<file path="src/rtl/pwr_state_pkg.sv">
package pwr_state_pkg;

  typedef enum logic [2:0] {
    PS_LOCKOUT     = 3'd0,
    PS_STANDBY     = 3'd1,
    PS_SLEEP_ARMED = 3'd2,
    PS_ENTERING    = 3'd3,
    PS_ASLEEP      = 3'd4,
    PS_WAKE_ARMED  = 3'd5,
    PS_WAKING      = 3'd6
  } pwr_state_e;

  function automatic int unsigned max3(input int unsigned a, input int unsigned b,
                                       input int unsigned c);
    int unsigned m;
    m = (a > b) ? a : b;
    return (m > c) ? m : c;
  endfunction

  // bits needed to hold 0 .. n-1
  function automatic int unsigned ctr_width(input int unsigned n);
    return (n < 2) ? 1 : $clog2(n);
  endfunction

  // a window of n edges is counted down from n-1 to 0
  function automatic int unsigned reload_of(input int unsigned n);
    return (n == 0) ? 0 : n - 1;
  endfunction

  function automatic logic accept_of(input pwr_state_e s);
    return (s == PS_STANDBY) || (s == PS_SLEEP_ARMED);
  endfunction

  function automatic logic wake_gate_of(input pwr_state_e s);
    return (s == PS_ENTERING) || (s == PS_ASLEEP);
  endfunction

  function automatic logic regs_of(input pwr_state_e s);
    return (s != PS_ASLEEP) && (s != PS_WAKE_ARMED);
  endfunction

endpackage

</file>
<file path="src/rtl/pwr_cs_edge.sv">
module pwr_cs_edge (
  input  logic clk,
  input  logic rst_n,
  input  logic cs_n,
  output logic cs_rise
);
  logic cs_q;

  always_ff @(posedge clk or negedge rst_n) begin
    if (!rst_n) cs_q <= 1'b1;
    else        cs_q <= cs_n;
  end

  assign cs_rise = cs_n & ~cs_q;
endmodule

</file>
<file path="src/rtl/pwr_interval_timer.sv">
module pwr_interval_timer #(
  parameter int unsigned    CW       = 8,
  parameter logic [CW-1:0]  RST_LOAD = '0
) (
  input  logic          clk,
  input  logic          rst_n,
  input  logic          load,
  input  logic [CW-1:0] load_val,
  output logic          expired
);
  logic [CW-1:0] remain;

  always_ff @(posedge clk or negedge rst_n) begin
    if (!rst_n)              remain <= RST_LOAD;
    else if (load)           remain <= load_val;
    else if (remain != '0)   remain <= remain - 1'b1;
  end

  assign expired = (remain == '0);
endmodule

</file>
<file path="src/rtl/pwr_state_fsm.sv">
module pwr_state_fsm
  import pwr_state_pkg::*;
#(
  parameter int unsigned CW           = 8,
  parameter int unsigned ENTRY_CYCLES = 4,
  parameter int unsigned EXIT_CYCLES  = 4
) (
  input  logic          clk,
  input  logic          rst_n,
  input  logic          cs_n,
  input  logic          cs_rise,
  input  logic          sleep_cmd,
  input  logic          wake_cmd,
  input  logic          tmr_zero,
  output logic          tmr_load,
  output logic [CW-1:0] tmr_val,
  output logic          err_set,
  output logic          err_clr,
  output pwr_state_e    state
);
  localparam logic [CW-1:0] ENTRY_LOAD = CW'(reload_of(ENTRY_CYCLES));
  localparam logic [CW-1:0] EXIT_LOAD  = CW'(reload_of(EXIT_CYCLES));

  pwr_state_e state_nx;
  logic       sleep_go;
  logic       wake_go;

  // strobes count only while a transaction is open
  assign sleep_go = sleep_cmd & ~cs_n;
  assign wake_go  = wake_cmd  & ~cs_n;

  always_comb begin
    state_nx = state;
    tmr_load = 1'b0;
    tmr_val  = '0;
    err_set  = 1'b0;
    err_clr  = 1'b0;
    unique case (state)
      PS_LOCKOUT:     if (tmr_zero) state_nx = PS_STANDBY;
      PS_STANDBY:     if (sleep_go) state_nx = PS_SLEEP_ARMED;
      PS_SLEEP_ARMED: if (cs_rise) begin
        state_nx = PS_ENTERING;
        tmr_load = 1'b1;
        tmr_val  = ENTRY_LOAD;
      end
      PS_ENTERING:    if (tmr_zero) state_nx = PS_ASLEEP;
      PS_ASLEEP:      if (wake_go) state_nx = PS_WAKE_ARMED;
      PS_WAKE_ARMED:  if (cs_rise) begin
        state_nx = PS_WAKING;
        tmr_load = 1'b1;
        tmr_val  = EXIT_LOAD;
        err_clr  = 1'b1;
      end
      PS_WAKING: begin
        err_set = ~cs_n;
        if (tmr_zero) state_nx = PS_STANDBY;
      end
      default:        state_nx = PS_LOCKOUT;
    endcase
  end

  always_ff @(posedge clk or negedge rst_n) begin
    if (!rst_n) state <= PS_LOCKOUT;
    else        state <= state_nx;
  end
endmodule

</file>
<file path="src/rtl/pwr_state_ctrl.sv">
module pwr_state_ctrl
  import pwr_state_pkg::*;
#(
  parameter int unsigned LOCKOUT_CYCLES = 40000,
  parameter int unsigned ENTRY_CYCLES   = 300,
  parameter int unsigned EXIT_CYCLES    = 40000
) (
  input  logic clk,
  input  logic rst_n,
  input  logic cs_n,
  input  logic sleep_cmd,
  input  logic wake_cmd,
  output logic cmd_accept,
  output logic wake_only,
  output logic regs_on,
  output logic proto_err
);
  localparam int unsigned LONGEST = max3(LOCKOUT_CYCLES, ENTRY_CYCLES, EXIT_CYCLES);
  localparam int unsigned CW      = ctr_width(LONGEST);
  localparam logic [CW-1:0] LOCK_LOAD = CW'(reload_of(LOCKOUT_CYCLES));

  logic          cs_rise;
  logic          tmr_load;
  logic [CW-1:0] tmr_val;
  logic          tmr_zero;
  logic          err_set;
  logic          err_clr;
  pwr_state_e    state;

  pwr_cs_edge u_edge (
    .clk     (clk),
    .rst_n   (rst_n),
    .cs_n    (cs_n),
    .cs_rise (cs_rise)
  );

  pwr_interval_timer #(.CW(CW), .RST_LOAD(LOCK_LOAD)) u_timer (
    .clk      (clk),
    .rst_n    (rst_n),
    .load     (tmr_load),
    .load_val (tmr_val),
    .expired  (tmr_zero)
  );

  pwr_state_fsm #(
    .CW           (CW),
    .ENTRY_CYCLES (ENTRY_CYCLES),
    .EXIT_CYCLES  (EXIT_CYCLES)
  ) u_fsm (
    .clk       (clk),
    .rst_n     (rst_n),
    .cs_n      (cs_n),
    .cs_rise   (cs_rise),
    .sleep_cmd (sleep_cmd),
    .wake_cmd  (wake_cmd),
    .tmr_zero  (tmr_zero),
    .tmr_load  (tmr_load),
    .tmr_val   (tmr_val),
    .err_set   (err_set),
    .err_clr   (err_clr),
    .state     (state)
  );

  always_ff @(posedge clk or negedge rst_n) begin
    if (!rst_n)       proto_err <= 1'b0;
    else if (err_clr) proto_err <= 1'b0;
    else if (err_set) proto_err <= 1'b1;
  end

  assign cmd_accept = accept_of(state);
  assign wake_only  = wake_gate_of(state);
  assign regs_on    = regs_of(state);
endmodule

</file>
<file path="config.mk">
export PLATFORM = sky130hd
export DESIGN_NAME = pwr_state_ctrl
export DESIGN_NICKNAME = d
export VERILOG_FILES = /design/src/rtl/pwr_state_pkg.sv /design/src/rtl/pwr_cs_edge.sv /design/src/rtl/pwr_interval_timer.sv /design/src/rtl/pwr_state_fsm.sv /design/src/rtl/pwr_state_ctrl.sv
export SDC_FILE = /design/constraint.sdc
export NUM_CORES = 1
export LEC_CHECK = 0
export ABC_CLOCK_PERIOD_IN_PS = 2250
export BUFFER_PORTS_ARGS = -buffer_cell sky130_fd_sc_hd__buf_4
export CAP_MARGIN = 30
export CORE_MARGIN = 3
export CORE_UTILIZATION = 52
export DETAILED_ROUTE_END_ITERATION = 7
export GPL_ROUTABILITY_DRIVEN = 0
export PLACE_DENSITY = 0.85
export SYNTH_ARGS = -nofsm -noshare
export SYNTH_HDL_FRONTEND = slang
export SYNTH_SLANG_ARGS = --single-unit
</file>
<file path="constraint.sdc">
create_clock -name clk -period 2.25 [get_ports clk]
set_clock_uncertainty 0.1 [all_clocks]
set_input_delay 0.1125 -clock clk [delete_from_list [all_inputs] [get_ports clk]]
set_output_delay 0.1125 -clock clk [all_outputs]
set_load 0.1 [all_outputs]
</file>
==> metrics.yaml, run 1 <==
outcome:
  status: "finished clean"
worst_setup_path:
  crit_chain: "inv_1, ha_1, or3b_4, nor4_4, buf_6, buf_4, or3_2, nand3_1"
  rr_worst_depth: 8
  max_stage_delay_ns: 0.55
  worstSetupEndpointType: "flop"
  cp_max_fo: 10
  critPathLaunchType: "flop"
  cp_top_family: "simple AND/OR/NAND/NOR gates"
  required_ns: 2.40
  crit_cells: 8
  path_buf_inv: 3
  cp.arrival_ns: 2.30
  slowest_stage: "dfstp_2"
  critPathKind: "reg2reg"
power_and_ir_drop:
  combPwrFrac: 0.318
  clkPwrFrac: 0.135
  cellInternalPower_mw: 0.880
  swShare: 0.358
  worst_ir_drop_vdd_mv: 0.517
  switching_power_mw: 0.490
  pwr-share-seq: 0.546
  leakage_nw: 0.521
  powerDensity_nw_per_um2: 985
drt:
  ant_nets: 0
  drtIter0Drc: 28
  vias: 1009
  wl_um: 2460
  vias_per_cell: 5.83
  wl_per_cell_um: 14.2
  first_pass_iters: 4
  drc: 0
placement:
  dp_hpwl_um: 1730
  placed_area_um2: 1330
  io_buffer_count: 8
timing:
  fin_crit_ns: 2.15
  hold_violations: 0
  relSlewSlack: 0.670
  worstMarginPinSlew_ns: 0.492
  setup_viol: 0
  max_freq_mhz: 465
  maxSlewViolCount: 0
  period_share: 0.957
  final.setup.tns_ns: 0
cells_and_area:
  syn_to_final_growth_pct: 13.4
  final_common_cell: "nor2_1"
  layout-drive-gt1-share: 0.253
  fin_area_um2: 1390
  mostFrequentLayoutCells: "18 x nor2_1, 11 x dfstp_2, 10 x xnor2_1, 10 x buf_4, 10 x dfrtp_1"
  diodes: 0
  nNetsFinal: 153
  final_core_util: 0.662
cts:
  clkSinkCount: 21
  clk_latency_ns: 0.30
  numCtsBuffers: 3
  cts.path.max_buffers: 2
  root_buffer: "clkbuf_4"
  cts_tree: "done"
  clk_pin_slew_ns: 0.12
  ctsHtreeMaxLevel: 1
logic_synthesis:
  synthArstFlopShare: 1.00
  synth_edf_count: 0
  avgSynthCellArea_um2: 9.23
  synth_cell_type_count: 38
  yosys_warnings: 0
  syn-num-nets: 139
  syn_inst: 133
  ys_seq_elements: 21
  ys_seq_area_frac: 0.439
  ys.flop_type: "dfstp_2"
  synth.cell_area_um2: 1230
min_path:
  hold_path.class: "in2async"
floorplan:
  die-area_um2: 2980
  dieHeight_um: 54.6
  initial_core_util: 0.584
  io_pins: 9
  die_x_um: 54.6
  design.core.area_um2: 2100
  core.rowCount: 16
grt:
  grt_usage: 0.197
  grt_max_degree: 22
  grt_overflow: 0
  grt_pass1_wl_um: 4200
  antenna_found_initial: 0
  grt_pass1_vias: 957
run:
  drv_cap: 0
==> stage by stage <==
stage	power, mW	setup slack [ns]	std cells	hold slack (ns)
2_1_floorplan	1.06	-0.0251	133	-0.283
3_3_place_gp	1.15	0.140	166	-0.0914
3_5_place_dp	1.17	-0.00883	166	-0.0895
4_1_cts	1.37	0.0973	172	0.105
5_1_grt	1.47	-0.00875	173	0.138
6_report	1.37	0.0975	173	0.107
==> final cells by class <==
cell class	instances	area, um2
sequential	21	539
clock buffer	4	26.3
tap	27	33.8
multi-input combinational	105	674
fill	172	711
timing repair buffer	13	106
inverter	3	11.3
==> cells by family (layout without fill, tap and decap cells) <==
logic type	after synthesis	count (layout)	synth area share
AOI/OAI and AO/OA	26	26	0.125
DFF	21	21	0.439
adders and majority gates	1	1	0.0102
and+or+nand+nor	65	65	0.308
xor gates and xnor gates	13	13	0.0928
buffers and inverters	7	20	0.0245
==> flip-flops by register name, summed over array words and instances (netlist names) <==
register	count
u_timer.remain	16
u_edge.cs_q	1
proto_err	1
u_fsm.state	3
==> worst paths after layout <==
| check | slack, ns | end | startpoint |
|---|---|---|---|
| worst max register to register | 0.1 | u_timer.remain[3] | u_timer.remain[0] |
| worst max-delay path | 0.1 | u_timer.remain[3] | u_timer.remain[0] |
| worst min-delay path | 0.11 | u_timer.remain[6] | rst_n |
| worst min register to register | 0.44 | u_timer.remain[1] | u_timer.remain[1] |
| min in group clk | 0.39 | u_edge.cs_q | cs_n |
| max in group asynchronous | 1.67 | u_timer.remain[10] | rst_n |
==> per-layer routing <==
layer / GRT usage / part of all wire
met2: 0.317 / 0.46
met3: 0.0245 / 0.020
met4: 0.0871 / 0.017
met5: 0 / 0
met1: 0.263 / 0.50
==> synth_stat cells (2+ instances only) <==
cell	count	area (um2)
o211ai_1	2	15.0
clkbuf_1	3	11.3
o21ai_0	9	45.0
nor2b_1	3	18.8
nor3_1	6	30.0
xor2_1	3	26.3
or2_2	2	12.5
inv_1	3	11.3
dfstp_2	11	289
nand3_1	4	20.0
nand2b_1	5	31.3
o22ai_1	3	18.8
nor2_1	18	67.6
dfrtp_1	10	250
or4_4	2	22.5
nand2_1	8	30.0
nor4_1	3	18.8
a21oi_1	6	30.0
or4_1	2	15.0
or3_1	3	18.8
xnor2_1	10	87.6
==> power by group through the flow <==
stage | logic (mW) | registers [mW] | clock network [mW]
after floorplan | 0.347 | 0.710 | 0
after global placement | 0.408 | 0.739 | 0
after detailed placement | 0.424 | 0.749 | 0
after CTS | 0.437 | 0.742 | 0.193
after global routing | 0.494 | 0.766 | 0.206
final | 0.436 | 0.748 | 0.186
==> what timing repair did <==
item                                   in CTS  in global routing
setup buffers                               0                  1
endpoints found under the hold margin      22                  0
gates resized for setup                     2                  0
hold buffers                                2                  0
pin swaps                                   0                  0
setup endpoints to repair                   1                  1
==> worst reg2reg max path, delay by kind of cell, from the launching register on <==
| family | cells | cell delay, ns |
|---|---|---|
| simple gates | 4 | 0.86 |
| buf+inv | 3 | 0.35 |
| fa+ha+maj | 1 | 0.24 |
| flops | 1 | 0.55 |
No activity file was read; power rests on OpenSTA's default activity.
==> inputs of run 2 (changes only) <==
CORE_ASPECT_RATIO = 1.4   (was not set)
==> run 2 against run 1 <==
Combinational power up 2%. Final area up 1.3%. Maximum frequency down 1.7%. Global-route usage up 0.15 points. Highest routed layer unchanged.
==> metrics.yaml, run 2 (synthesis results as in run 1) <==
timing:
  maxSlewViolCount: 0  # unchanged
  setup_viol: 0  # unchanged
  fin_crit_ns: 2.19  # +0.0370 ns
  period_share: 0.973  # +0.0164
  worstMarginPinSlew_ns: 0.511  # +0.0191 ns
  max_freq_mhz: 457  # -1.7%
  relSlewSlack: 0.657  # -0.0128
  hold_violations: 0  # unchanged
floorplan:
  die_x_um: 47.1  # -14%
  design.core.area_um2: 2200  # +4.8%
  initial_core_util: 0.557  # -0.0265
  dieHeight_um: 63.5  # +16%
  die-area_um2: 2990  # +0.27%
  io_pins: 9  # unchanged
  core.rowCount: 20  # +4
power_and_ir_drop:
  combPwrFrac: 0.322  # +0.004
  worst_ir_drop_vdd_mv: 0.682  # +32%
  cellInternalPower_mw: 0.878  # -0.22%
  p_total_mw: 1.38  # +0.92%
  powerDensity_nw_per_um2: 981  # -0.34%
  swShare: 0.365  # +0.00723
  leakage_nw: 0.538  # +3.2%
  switching_power_mw: 0.505  # +3.0%
  pwr-share-seq: 0.550  # +0.004
  clkPwrFrac: 0.128  # -0.007
cts:
  ctsHtreeMaxLevel: 1  # unchanged
  root_buffer: "clkbuf_4"
  numCtsBuffers: 3  # unchanged
  clk_latency_ns: 0.30  # about the same
  cts_tree: "done"
  clkSinkCount: 21  # unchanged
  clk_pin_slew_ns: 0.12  # about the same
  cts.path.max_buffers: 2  # unchanged
cells_and_area:
  top_register: "u_timer.remain"
  layout-drive-gt1-share: 0.275  # +0.0217
  fin_area_um2: 1410  # +1.3%
  mostFrequentLayoutCells: "18 x nor2_1, 13 x buf_4, 11 x dfstp_2"
  final_common_cell: "nor2_1"
  largest_reg_flops: 16  # unchanged
  nNetsFinal: 156  # +2.0%
  reg.largest.list: "u_timer.remain: 16 flops, u_fsm.state: 3 flops"
  syn_to_final_growth_pct: 14.8
  diodes: 0  # unchanged
worst_setup_path:
  worstSetupEndpointType: "flop"
  cp_max_fo: 12  # +2
  required_ns: 2.39  # about the same
  critPathKind: "reg2reg"
  max_stage_delay_ns: 0.56  # about the same
  crit_chain: "inv_1, ha_1, or3b_4, nor4_4, buf_6, buf_4, or3_2, nand3_1"
  path_buf_inv: 3  # unchanged
  slowest_stage: "dfstp_2"
  rrSetupSlack_ns: 0.06  # -0.04 ns
  cp.arrival_ns: 2.33  # +0.03 ns
  cp_top_family: "simple AND/OR/NAND/NOR gates"
  critPathLaunchType: "flop"
drt:
  drtIter0Drc: 30  # +7.1%
  wl_um: 2630  # +6.8%
  drc: 0  # unchanged
  vias: 1044  # +3.5%
  ant_nets: 0  # unchanged
  first_pass_iters: 4  # unchanged
  wl_per_cell_um: 15.4  # +8.0%
  vias_per_cell: 6.11  # +4.7%
run:
  drv_cap: 0  # unchanged
grt:
  grt_usage: 0.199  # +0.00154
  grt_pass1_wl_um: 4440  # +5.9%
  grt_pass1_vias: 1049  # +9.6%
  grt_overflow: 0  # unchanged
  grt_max_degree: 22  # unchanged
  antenna_found_initial: 0  # unchanged
placement:
  dp_hpwl_um: 1960  # +13%
  placed_area_um2: 1340  # +0.66%
  io_buffer_count: 8  # unchanged
outcome:
  status: "finished clean"
min_path:
  hold_path.class: "in2async"
==> run 2: cell count changes in the layout (fill, tap and decap cells not counted) <==
| cell | previous run | this run |
|---|---|---|
| clkbuf_1 | 1 | 0 |
| clkinv_2 | 0 | 1 |
| buf_4 | 10 | 13 |
==> run 2: power by group through the flow <==
stage	clock, mW	sequential, mW	combinational, mW
after detailed placement	0	0.751	0.440
after CTS	0.182	0.749	0.442
after floorplan	0	0.710	0.347
final	0.177	0.760	0.446
after global placement	0	0.745	0.409
after global routing	0.195	0.775	0.502
==> run 2: worst paths after layout <==
path,start,end,cells after the start
max in group asynchronous,rst_n,u_edge.cs_q,2
hold reg to reg,u_timer.remain[1],u_timer.remain[1],2
setup reg to reg,u_timer.remain[0],u_timer.remain[3],8
min in group clk,cs_n,u_edge.cs_q,2
hold / removal,rst_n,u_fsm.state[1],2
setup / recovery,u_timer.remain[0],u_timer.remain[3],8
==> run 2: timing repair <==
item	in CTS	in global routing
endpoints found under the setup margin	0	7
resized for setup	0	2
hold buffers	2	0
setup buffers	0	2
endpoints found under the hold margin	22	0
==> run 2: routing by layer <==
metal  up-vias  routed length, um  global-route usage
li1        503                  -                   -
met1       499               1020               0.235
met2        36               1450               0.333
met3         6                103              0.0429
met4         0                 48              0.0761
met5         -                  0                   0
==> run 2: metrics by stage <==
| stage | util | cells | hold slack (ns) | TNS [ns] | setup slack [ns] |
|---|---|---|---|---|---|
| 6_report | 0.640 | 171 | 0.111 | 0 | 0.0605 |
| 5_1_grt | 0.640 | 171 | 0.134 | -0.00834 | -0.00834 |
| 3_3_place_gp | 0.609 | 163 | -0.0972 | 0 | 0.149 |
| 2_1_floorplan | - | 133 | -0.283 | -0.0251 | -0.0251 |
| 3_5_place_dp | 0.609 | 163 | -0.0944 | 0 | 0.0413 |
| 4_1_cts | 0.630 | 169 | 0.116 | 0 | 0.00115 |
==> run 2: worst reg2reg max path: stages (launching register included) <==
cell and delay [ns]:
dfstp_2 0.56, inv_1 0.06, ha_1 0.24, or3b_4 0.28
nor4_4 0.05, buf_6 0.14, buf_4 0.13, or3_2 0.45
nand3_1 0.11
==> run 2: area by class of cell <==
cell class / instances / area [um2]
Fill cell: 181 / 793
Multi-Input combinational cell: 105 / 674
Sequential cell: 21 / 539
Timing Repair Buffer: 16 / 129
Tap cell: 22 / 27.5
Clock buffer: 3 / 22.5
Inverter: 3 / 11.3
Clock inverter: 1 / 5.00
